### src/rtl/pgw_pkg.sv
`timescale 1ns/1ps
package pgw_pkg;

    typedef enum logic [2:0] {
        S_IDLE     = 3'd0,
        S_DIR_ADDR = 3'd1,
        S_DIR_DATA = 3'd2,
        S_TBL_ADDR = 3'd3,
        S_TBL_DATA = 3'd4,
        S_DONE     = 3'd5,
        S_FAULT    = 3'd6
    } walk_state_t;

    typedef enum logic {
        CAUSE_DIR = 1'b0,
        CAUSE_TBL = 1'b1
    } fault_cause_t;

endpackage

### src/rtl/pgw_ctrl.sv
`timescale 1ns/1ps
module pgw_ctrl
    import pgw_pkg::*;
(
    input  logic        clk,
    input  logic        rst_n,
    input  logic        req_valid,
    input  logic        mem_rd_ready,
    input  logic        mem_rsp_valid,
    input  logic        entry_present,
    input  logic        rsp_ready,
    output walk_state_t state,
    output logic        req_ready,
    output logic        mem_rd_valid,
    output logic        sel_tbl,
    output logic        cap_req,
    output logic        cap_entry,
    output logic        tbl_phase,
    output logic        rsp_valid,
    output logic        rsp_done,
    output logic        rsp_is_fault
);

    walk_state_t nxt;

    always_ff @(posedge clk) begin
        if (!rst_n) state <= S_IDLE;
        else        state <= nxt;
    end

    always_comb begin
        nxt = state;
        unique case (state)
            S_IDLE:     if (req_valid)     nxt = S_DIR_ADDR;
            S_DIR_ADDR: if (mem_rd_ready)  nxt = S_DIR_DATA;
            S_DIR_DATA: if (mem_rsp_valid) nxt = entry_present ? S_TBL_ADDR : S_FAULT;
            S_TBL_ADDR: if (mem_rd_ready)  nxt = S_TBL_DATA;
            S_TBL_DATA: if (mem_rsp_valid) nxt = entry_present ? S_DONE : S_FAULT;
            S_DONE,
            S_FAULT:    if (rsp_ready)     nxt = S_IDLE;
            default:                       nxt = S_IDLE;
        endcase
    end

    always_comb begin
        req_ready    = (state == S_IDLE);
        mem_rd_valid = (state == S_DIR_ADDR) || (state == S_TBL_ADDR);
        sel_tbl      = (state == S_TBL_ADDR);
        cap_req      = (state == S_IDLE) && req_valid;
        tbl_phase    = (state == S_TBL_DATA);
        cap_entry    = ((state == S_DIR_DATA) || (state == S_TBL_DATA)) && mem_rsp_valid;
        rsp_done     = (state == S_DONE);
        rsp_is_fault = (state == S_FAULT);
        rsp_valid    = rsp_done || rsp_is_fault;
    end

endmodule

### src/rtl/pgw_addr_form.sv
`timescale 1ns/1ps
module pgw_addr_form #(
    parameter int unsigned FRAME_W  = 20,
    parameter int unsigned IDX_W    = 10,
    parameter int unsigned ENT_LOG2 = 2
) (
    input  logic [FRAME_W-1:0]                  frame,
    input  logic [IDX_W-1:0]                    index,
    output logic [FRAME_W+IDX_W+ENT_LOG2-1:0]   addr
);

    // table base (4 KB aligned) plus index times entry size
    assign addr = {frame, index, {ENT_LOG2{1'b0}}};

endmodule

### src/rtl/pgw_datapath.sv
`timescale 1ns/1ps
module pgw_datapath
    import pgw_pkg::*;
#(
    parameter int unsigned VA_W      = 32,
    parameter int unsigned PAGE_LOG2 = 12,
    parameter int unsigned ENT_LOG2  = 2
) (
    input  logic                 clk,
    input  logic                 rst_n,
    input  logic                 cap_req,
    input  logic                 cap_entry,
    input  logic                 tbl_phase,
    input  logic                 sel_tbl,
    input  logic [VA_W-1:0]      req_vaddr,
    input  logic [VA_W-1:0]      dir_base,
    input  logic                 req_write,
    input  logic [VA_W-1:0]      mem_rsp_data,
    output logic [VA_W-1:0]      rd_addr,
    output logic [VA_W-1:0]      entry_q,
    output logic [PAGE_LOG2-1:0] offset_q,
    output logic                 write_q,
    output fault_cause_t         cause_q
);

    localparam int unsigned IDX_W   = PAGE_LOG2 - ENT_LOG2;
    localparam int unsigned FRAME_W = VA_W - PAGE_LOG2;
    localparam int unsigned DIR_LO  = PAGE_LOG2 + IDX_W;

    logic [VA_W-1:0]    vaddr_q;
    logic [FRAME_W-1:0] base_q;
    logic [FRAME_W-1:0] frame_sel;
    logic [IDX_W-1:0]   idx_sel;

    always_ff @(posedge clk) begin
        if (!rst_n) begin
            vaddr_q <= '0;
            base_q  <= '0;
            write_q <= 1'b0;
            entry_q <= '0;
            cause_q <= CAUSE_DIR;
        end else begin
            if (cap_req) begin
                vaddr_q <= req_vaddr;
                base_q  <= dir_base[VA_W-1:PAGE_LOG2];
                write_q <= req_write;
            end
            if (cap_entry) begin
                entry_q <= mem_rsp_data;
                cause_q <= tbl_phase ? CAUSE_TBL : CAUSE_DIR;
            end
        end
    end

    always_comb begin
        if (sel_tbl) begin
            frame_sel = entry_q[VA_W-1:PAGE_LOG2];
            idx_sel   = vaddr_q[DIR_LO-1:PAGE_LOG2];
        end else begin
            frame_sel = base_q;
            idx_sel   = vaddr_q[VA_W-1:DIR_LO];
        end
    end

    pgw_addr_form #(
        .FRAME_W (FRAME_W),
        .IDX_W   (IDX_W),
        .ENT_LOG2(ENT_LOG2)
    ) u_addr (
        .frame(frame_sel),
        .index(idx_sel),
        .addr (rd_addr)
    );

    assign offset_q = vaddr_q[PAGE_LOG2-1:0];

endmodule

### src/rtl/pgwalk_engine.sv
`timescale 1ns/1ps
module pgwalk_engine
    import pgw_pkg::*;
#(
    parameter int unsigned VA_W      = 32,
    parameter int unsigned PAGE_LOG2 = 12,
    parameter int unsigned ENT_LOG2  = 2,
    parameter int unsigned PRES_BIT  = 0,
    parameter int unsigned ACC_BIT   = 5,
    parameter int unsigned DIRTY_BIT = 6
) (
    input  logic            clk,
    input  logic            rst_n,
    input  logic [VA_W-1:0] dir_base,
    input  logic            req_valid,
    output logic            req_ready,
    input  logic [VA_W-1:0] req_vaddr,
    input  logic            req_write,
    output logic            rsp_valid,
    input  logic            rsp_ready,
    output logic            rsp_fault,
    output logic            rsp_cause,
    output logic [VA_W-1:0] rsp_entry,
    output logic [VA_W-1:0] rsp_paddr,
    output logic            rsp_upd_acc,
    output logic            rsp_upd_dirty,
    output logic            mem_rd_valid,
    input  logic            mem_rd_ready,
    output logic [VA_W-1:0] mem_rd_addr,
    input  logic            mem_rsp_valid,
    input  logic [VA_W-1:0] mem_rsp_data
);

    walk_state_t          state;
    logic                 sel_tbl;
    logic                 cap_req;
    logic                 cap_entry;
    logic                 tbl_phase;
    logic                 rsp_done;
    logic                 rsp_is_fault;
    logic [VA_W-1:0]      entry_q;
    logic [PAGE_LOG2-1:0] offset_q;
    logic                 write_q;
    fault_cause_t         cause_q;

    pgw_ctrl u_ctrl (
        .clk          (clk),
        .rst_n        (rst_n),
        .req_valid    (req_valid),
        .mem_rd_ready (mem_rd_ready),
        .mem_rsp_valid(mem_rsp_valid),
        .entry_present(mem_rsp_data[PRES_BIT]),
        .rsp_ready    (rsp_ready),
        .state        (state),
        .req_ready    (req_ready),
        .mem_rd_valid (mem_rd_valid),
        .sel_tbl      (sel_tbl),
        .cap_req      (cap_req),
        .cap_entry    (cap_entry),
        .tbl_phase    (tbl_phase),
        .rsp_valid    (rsp_valid),
        .rsp_done     (rsp_done),
        .rsp_is_fault (rsp_is_fault)
    );

    pgw_datapath #(
        .VA_W     (VA_W),
        .PAGE_LOG2(PAGE_LOG2),
        .ENT_LOG2 (ENT_LOG2)
    ) u_dp (
        .clk         (clk),
        .rst_n       (rst_n),
        .cap_req     (cap_req),
        .cap_entry   (cap_entry),
        .tbl_phase   (tbl_phase),
        .sel_tbl     (sel_tbl),
        .req_vaddr   (req_vaddr),
        .dir_base    (dir_base),
        .req_write   (req_write),
        .mem_rsp_data(mem_rsp_data),
        .rd_addr     (mem_rd_addr),
        .entry_q     (entry_q),
        .offset_q    (offset_q),
        .write_q     (write_q),
        .cause_q     (cause_q)
    );

    always_comb begin
        rsp_fault     = rsp_is_fault;
        rsp_cause     = rsp_is_fault && (cause_q == CAUSE_TBL);
        rsp_entry     = rsp_valid ? entry_q : '0;
        rsp_paddr     = '0;
        rsp_upd_acc   = 1'b0;
        rsp_upd_dirty = 1'b0;
        if (rsp_done) begin
            rsp_paddr     = {entry_q[VA_W-1:PAGE_LOG2], offset_q};
            rsp_upd_acc   = !entry_q[ACC_BIT];
            rsp_upd_dirty = write_q && !entry_q[DIRTY_BIT];
        end
    end

endmodule

### config.mk
export PLATFORM = sky130hd
export DESIGN_NAME = pgwalk_engine
export DESIGN_NICKNAME = d
export VERILOG_FILES = /design/src/rtl/pgw_pkg.sv /design/src/rtl/pgw_ctrl.sv /design/src/rtl/pgw_addr_form.sv /design/src/rtl/pgw_datapath.sv /design/src/rtl/pgwalk_engine.sv
export SDC_FILE = /design/constraint.sdc
export NUM_CORES = 1
export LEC_CHECK = 0
export CORE_MARGIN = 1
export CORE_UTILIZATION = 43
export DETAILED_ROUTE_END_ITERATION = 8
export GPL_TIMING_DRIVEN = 0
export PLACE_DENSITY = 0.84
export SLEW_MARGIN = 20
export SYNTH_ARGS = -nofsm -noshare
export SYNTH_HDL_FRONTEND = slang
export SYNTH_SLANG_ARGS = --single-unit
### constraint.sdc
create_clock -name clk -period 4.1 [get_ports clk]
set_input_delay 1.23 -clock clk [delete_from_list [all_inputs] [get_ports clk]]
set_output_delay 1.23 -clock clk [all_outputs]
set_load 0.005 [all_outputs]
==> results of run 1 <==
==> critical path, stage by stage (launching register included) <==
cell and delay, ns:
dfxtp_1 0.35, buf_2 0.27, and2b_1 0.25, nand2_1 0.10, buf_2 0.31, mux2_1 0.40, clkdlybuf4s50_1 0.47
==> cell type report <==
class / count / share of cell area [%]
Buffer: 46 / 3.22
Inverter: 5 / 0.295
Timing Repair Buffer: 191 / 30.0
Clock buffer: 10 / 2.16
Tap cell: 129 / 2.54
Multi-Input combinational cell: 393 / 32.9
Sequential cell: 89 / 28.0
Clock inverter: 6 / 0.806
==> cells in the final DEF (no fill, tap or decap), types with 2 or more instances in the layout <==
cell type / n
and2_1: 35
clkdlybuf4s50_1: 191
a21oi_1: 89
clkbuf_1: 26
nor2b_1: 2
buf_4: 3
o21ai_0: 4
conb_1: 2
clkbuf_8: 10
buf_2: 17
clkinvlp_4: 3
dfxtp_1: 89
nand2_1: 176
inv_1: 4
mux2_1: 30
nor2_1: 4
and3_1: 33
==> sequential cells by signal (all words and copies together) (netlist names) <==
| signal | flops |
|---|---|
| u_dp.write_q | 1 |
| u_dp.entry_q | 32 |
| u_dp.base_q | 20 |
| u_dp.vaddr_q | 32 |
| u_ctrl.state | 3 |
| u_dp.cause_q | 1 |
==> power by group <==
part / total, mW / internal [mW] / switching (mW)
combinational: 1.34 / 0.571 / 0.769
sequential: 1.14 / 1.03 / 0.110
clock: 0.574 / 0.244 / 0.330
==> stage by stage <==
stage	utilization [%]	setup slack (ns)
detailed placement	66.8	0.783
finish	68.9	0.382
global route	68.9	0.272
global placement	66.8	0.805
CTS	68.9	0.380
floorplan	-	1.50
==> worst paths after layout <==
check,end,depth (start not counted)
hold reg to reg,u_dp.vaddr_q[9],2
setup / recovery,mem_rd_addr[10],6
setup reg to reg,u_dp.base_q[12],6
hold / removal,u_dp.vaddr_q[9],2
==> cell families (layout without fill, tap and decap cells) <==
| logic type | after synthesis | in the layout | synth area share, % |
|---|---|---|---|
| AOI/OAI and AO/OA | 97 | 97 | 12.6 |
| other | 1 | 2 | 0.0915 |
| DFF | 89 | 89 | 43.5 |
| xor gates and xnor gates | 2 | 2 | 0.611 |
| muxes | 30 | 30 | 8.24 |
| adders and majority gates | 1 | 1 | 0.244 |
| and+or+nand+nor | 261 | 261 | 29.3 |
| buffers and inverters | 51 | 258 | 5.47 |
==> per-layer routing <==
layer  vias to the layer above  track usage, %  part of all wire (%)
met2                       179            45.9                    50
met5                         -               0                     0
met3                        26            5.20                   6.4
li1                       2138               -                     -
met1                      1986            29.5                    42
met4                         0            9.95                   2.1
==> run metrics, run 1 <==
chip height=99.6 um; Die W=99.6 um; Mean Syn Cell Area=7.70 um2; hold_sp=u_dp.vaddr_q[9]; crit path DAT=2.49 ns; Synth Instances=532; Hold Buf Count CTS=0; Synth area leaders=dfxtp_1 43%, nand2_1 16%, a21oi_1 11%, mux2_1 8.2%, and2_1 5.3%; drt drc=0; diode count=0; total power=3.06 mW; Top FF cell, synth=dfxtp_1; FILL cells=725; Initial Util=44.3%; shortest period the worst path allows=3.72 ns; WS Path Type=reg2out; final worst path period share=90.7%; cell taking the most area after synthesis=dfxtp_1; Max FO, Critical Path=10; r2r startpoint=u_ctrl.state[0]; Max Cap Viol=0; final non-filler cell area=6360 um2; P&R area growth vs syn=55.3%; Min-Delay Path Class=reg2reg; number of synthesized flops with an enable pin=0; Distinct cells, synth=33; fraction of registers with async set/reset=0%; H-Tree Depth=3; clk buf depth=2; RSZ-0062 raised after global routing=false; Seq/Total Area, Yosys=43.5%; IO buf count=191; Worst-Margin Slew=0.565 ns; top cells by count, synth=176 x nand2_1, 89 x a21oi_1, 89 x dfxtp_1, 35 x and2_1, 33 x and3_1; CTS root buf=clkbuf_8; post-CTS resize count=0; Fin Clk Skew=0.0101 ns; drt first pass iters=5; clock buffer count from CTS=9; post-synth top area share=43.5%; Seq cells post-synth=89; Max transition margin=62.0%; final cell count without fillers=869; Crit. End Element=output port; dpl cell area=6170 um2; DR iter-0 viols=125; Post-CTS Setup Inserts=0; Worst VDD drop=0.000428 V; Achievable Freq=0.269 GHz; Worst Path Required=2.87 ns; Syn Std Cell Area=4100 um2; GRT Overall Usage=25.5%; reg-to-reg slack, setup=2.26 ns; vias in the first global route=4206; pin count of the biggest net entering global routing=17; GRT overflow=0; Setup TNS=0 ns; CTS tree=done; count leader, synth=nand2_1; power density cells=481 nW/um2; fraction of layout cells with a size suffix above 1=5.54%; multi-input logic area=2100 um2; final count of hold timing violations=0; placed cells=853; FP Rows=35; Ports=206; CP Launch Point=u_ctrl.state[2]; Pleak=2.50 nW; final WL=12.7 mm; final net count=838; register area=1780 um2; endpoints failing setup=0; vias after detailed routing=4329; post-detailed-route count of antenna-violating nets=0; core area=9240 um2; status=completed; Worst Setup Start Kind=register; dpl hpwl=9.76 mm; number of warnings issued by yosys=0; clk sinks=89; Fin Hold WS=0.454 ns; global-route wire length before repair=19.9 mm; Final Max Slew Viols=0; RD Place Congestion=0.863; clock slew at reported path FFs=0.09 ns; die area=9920 um2; initial antenna violation count=0; vias per inst=4.98; Routed wire per std cell=14.6 um; worst skew pair latency=0.36 ns
Note: power is estimated with default switching activity, not from simulation.
==> inputs of run 2 (changes only) <==
Settings changed: CORE_ASPECT_RATIO set to 0.7.
==> run metrics, run 2 (synthesized netlist as in run 1, its figures left out) <==
status=completed; Ports=206 (unchanged); CP most frequent cell=buf_2; highest-count cells in the layout ignoring fill and taps=191 x clkdlybuf4s50_1, 176 x nand2_1, 89 x a21oi_1, 89 x dfxtp_1, 35 x and2_1; Achievable Freq=0.269 GHz (-0.15%); H-Tree Depth=3 (unchanged); drt first pass iters=4 (-1); pin count of the biggest net entering global routing=17 (unchanged); clock buffer count from CTS=9 (unchanged); hold path cells=2 (unchanged); chip height=83.7 um (-16%); most common cell after layout, fill and taps aside=clkdlybuf4s50_1; Fin Clk Skew=0.00799 ns (-0.00210 ns); vias in the first global route=4283 (+1.8%); RSZ-0062 raised after global routing=false; vias per inst=5.13 (+2.9%); IO buf count=191 (unchanged); Worst Path Required=2.87 ns (about the same); final worst path period share=90.8% (+0.13 points); FP Rows=29 (-17%); Initial Util=44.8% (+0.47 points); CP Cell Sequence=buf_2 > and2b_1 > nand2_1 > buf_2 > mux2_1 > clkdlybuf4s50_1; final count of hold timing violations=0 (unchanged); shortest period the worst path allows=3.72 ns (+0.00547 ns); power density cells=513 nW/um2 (+6.6%); RD Place Congestion=0.837 (-3.0%); die area=9930 um2 (about the same); drt drc=0 (unchanged); diode count=0 (unchanged); GRT Overall Usage=27.1% (+1.6 points); global-route wire length before repair=21.3 mm (+6.6%); CP peak stage delay=0.47 ns (about the same); final WL=13.2 mm (+4.2%); Worst VDD drop=0.000383 V (-10%); Max Cap Viol=0 (unchanged); Pleak=2.55 nW (+2.0%); endpoints failing setup=0 (unchanged); dpl cell area=6170 um2 (-0.10%); clk sinks=89 (unchanged); CP bufs+invs=3 (unchanged); Post-CTS Setup Inserts=0 (unchanged); reg-to-reg slack, setup=2.23 ns (-0.03 ns); worst skew pair latency=0.33 ns (-0.03 ns); CTS tree=done; fraction of layout cells with a size suffix above 1=5.54% (unchanged); Hold EP=u_dp.vaddr_q[5]; initial antenna violation count=0 (unchanged); Setup TNS=0 ns (unchanged); Crit. End Element=output port; clk buf depth=2 (unchanged); Max transition margin=64.5% (+2.5 points); Die W=119 um (+19%); final non-filler cell area=6460 um2 (+1.5%); P&R area growth vs syn=57.6%; post-detailed-route count of antenna-violating nets=0 (unchanged); Largest regs=u_dp.entry_q x32, u_dp.vaddr_q x32, u_dp.base_q x20; r2r startpoint=u_ctrl.state[0]; WS Path Type=reg2out; Worst Setup Start Kind=register; post-CTS resize count=0 (unchanged); Min-Delay Path Class=reg2reg; GRT overflow=0 (unchanged); vias after detailed routing=4431 (+2.4%); Hold Buf Count CTS=0 (unchanged); Routed wire per std cell=15.3 um (+4.8%); CP max-delay cell=clkdlybuf4s50_1; core area=9140 um2 (-1.0%); DR iter-0 viols=200 (+60%); r2r endpoint=u_dp.vaddr_q[29]; Crit path max-delay family=buffers and inverters; Max FO, Critical Path=10 (unchanged); Final Max Slew Viols=0 (unchanged); clock slew at reported path FFs=0.07 ns (-0.02 ns); CTS root buf=clkbuf_16; crit path DAT=2.49 ns (about the same); dpl hpwl=9.91 mm (+1.6%); hold_sp=u_dp.vaddr_q[5]; Worst-Margin Slew=0.532 ns (-0.0330 ns); final net count=838 (unchanged); FF-to-FF path depth=6 (unchanged)
## run 2: final cells by class
cell class,instances,area (um2)
inverter,5,18.8
clock inverter,6,48.8
sequential,89,1780
clock buffer,10,239
tap,124,155
fill,756,2690
multi-input combinational,393,2100
buffer,46,205
timing repair buffer,191,1910
## run 2: how the worst max path moves through the flow
stage / start / end / slack [ns] / cells past startpoint
after floorplan: u_ctrl.state[2] / mem_rd_addr[10] / 1.50 / 5
after global placement: u_ctrl.state[2] / mem_rd_addr[16] / 0.79 / 6
after detailed placement: u_ctrl.state[2] / mem_rd_addr[28] / 0.75 / 6
after CTS: u_ctrl.state[2] / mem_rd_addr[28] / 0.38 / 6
after global routing: u_ctrl.state[2] / mem_rd_addr[11] / 0.23 / 6
final: u_ctrl.state[2] / mem_rd_addr[28] / 0.38 / 6
## run 2: power by group
group / switching (mW) / total, mW / leakage (nW) / internal (mW)
combinational: 0.800 / 1.37 / 1.68 / 0.571
clock: 0.359 / 0.795 / 0.137 / 0.435
sequential: 0.109 / 1.14 / 0.726 / 1.04
total: 1.27 / 3.31 / 2.55 / 2.04
## run 2: per-layer routing
layer / global-route usage (%) / vias to the layer above / share of wire [%]
met5: 0 / - / 0
met4: 4.95 / 0 / 0.39
met3: 5.46 / 8 / 6.5
met2: 47.6 / 170 / 49
met1: 34.6 / 2106 / 45
li1: - / 2147 / -
## run 2: worst register-to-register path, delay by kind of cell, from the launching register on
| kind | cells | cell delay [ns] |
|---|---|---|
| compound gates | 1 | 0.17 |
| buf+inv | 2 | 0.69 |
| flops | 1 | 0.44 |
| simple gates | 3 | 0.49 |
## run 2: stage by stage
step	std cells	hold WS (ns)	worst slack (ns)	utilization (%)	power, mW
floorplan	533	0.432	1.50	-	1.93
finish	864	0.454	0.377	70.6	3.31
global route	864	0.463	0.235	70.6	3.51
detailed placement	848	0.443	0.745	67.5	2.51
CTS	864	0.453	0.378	70.6	3.31
global placement	848	0.438	0.788	67.5	2.45
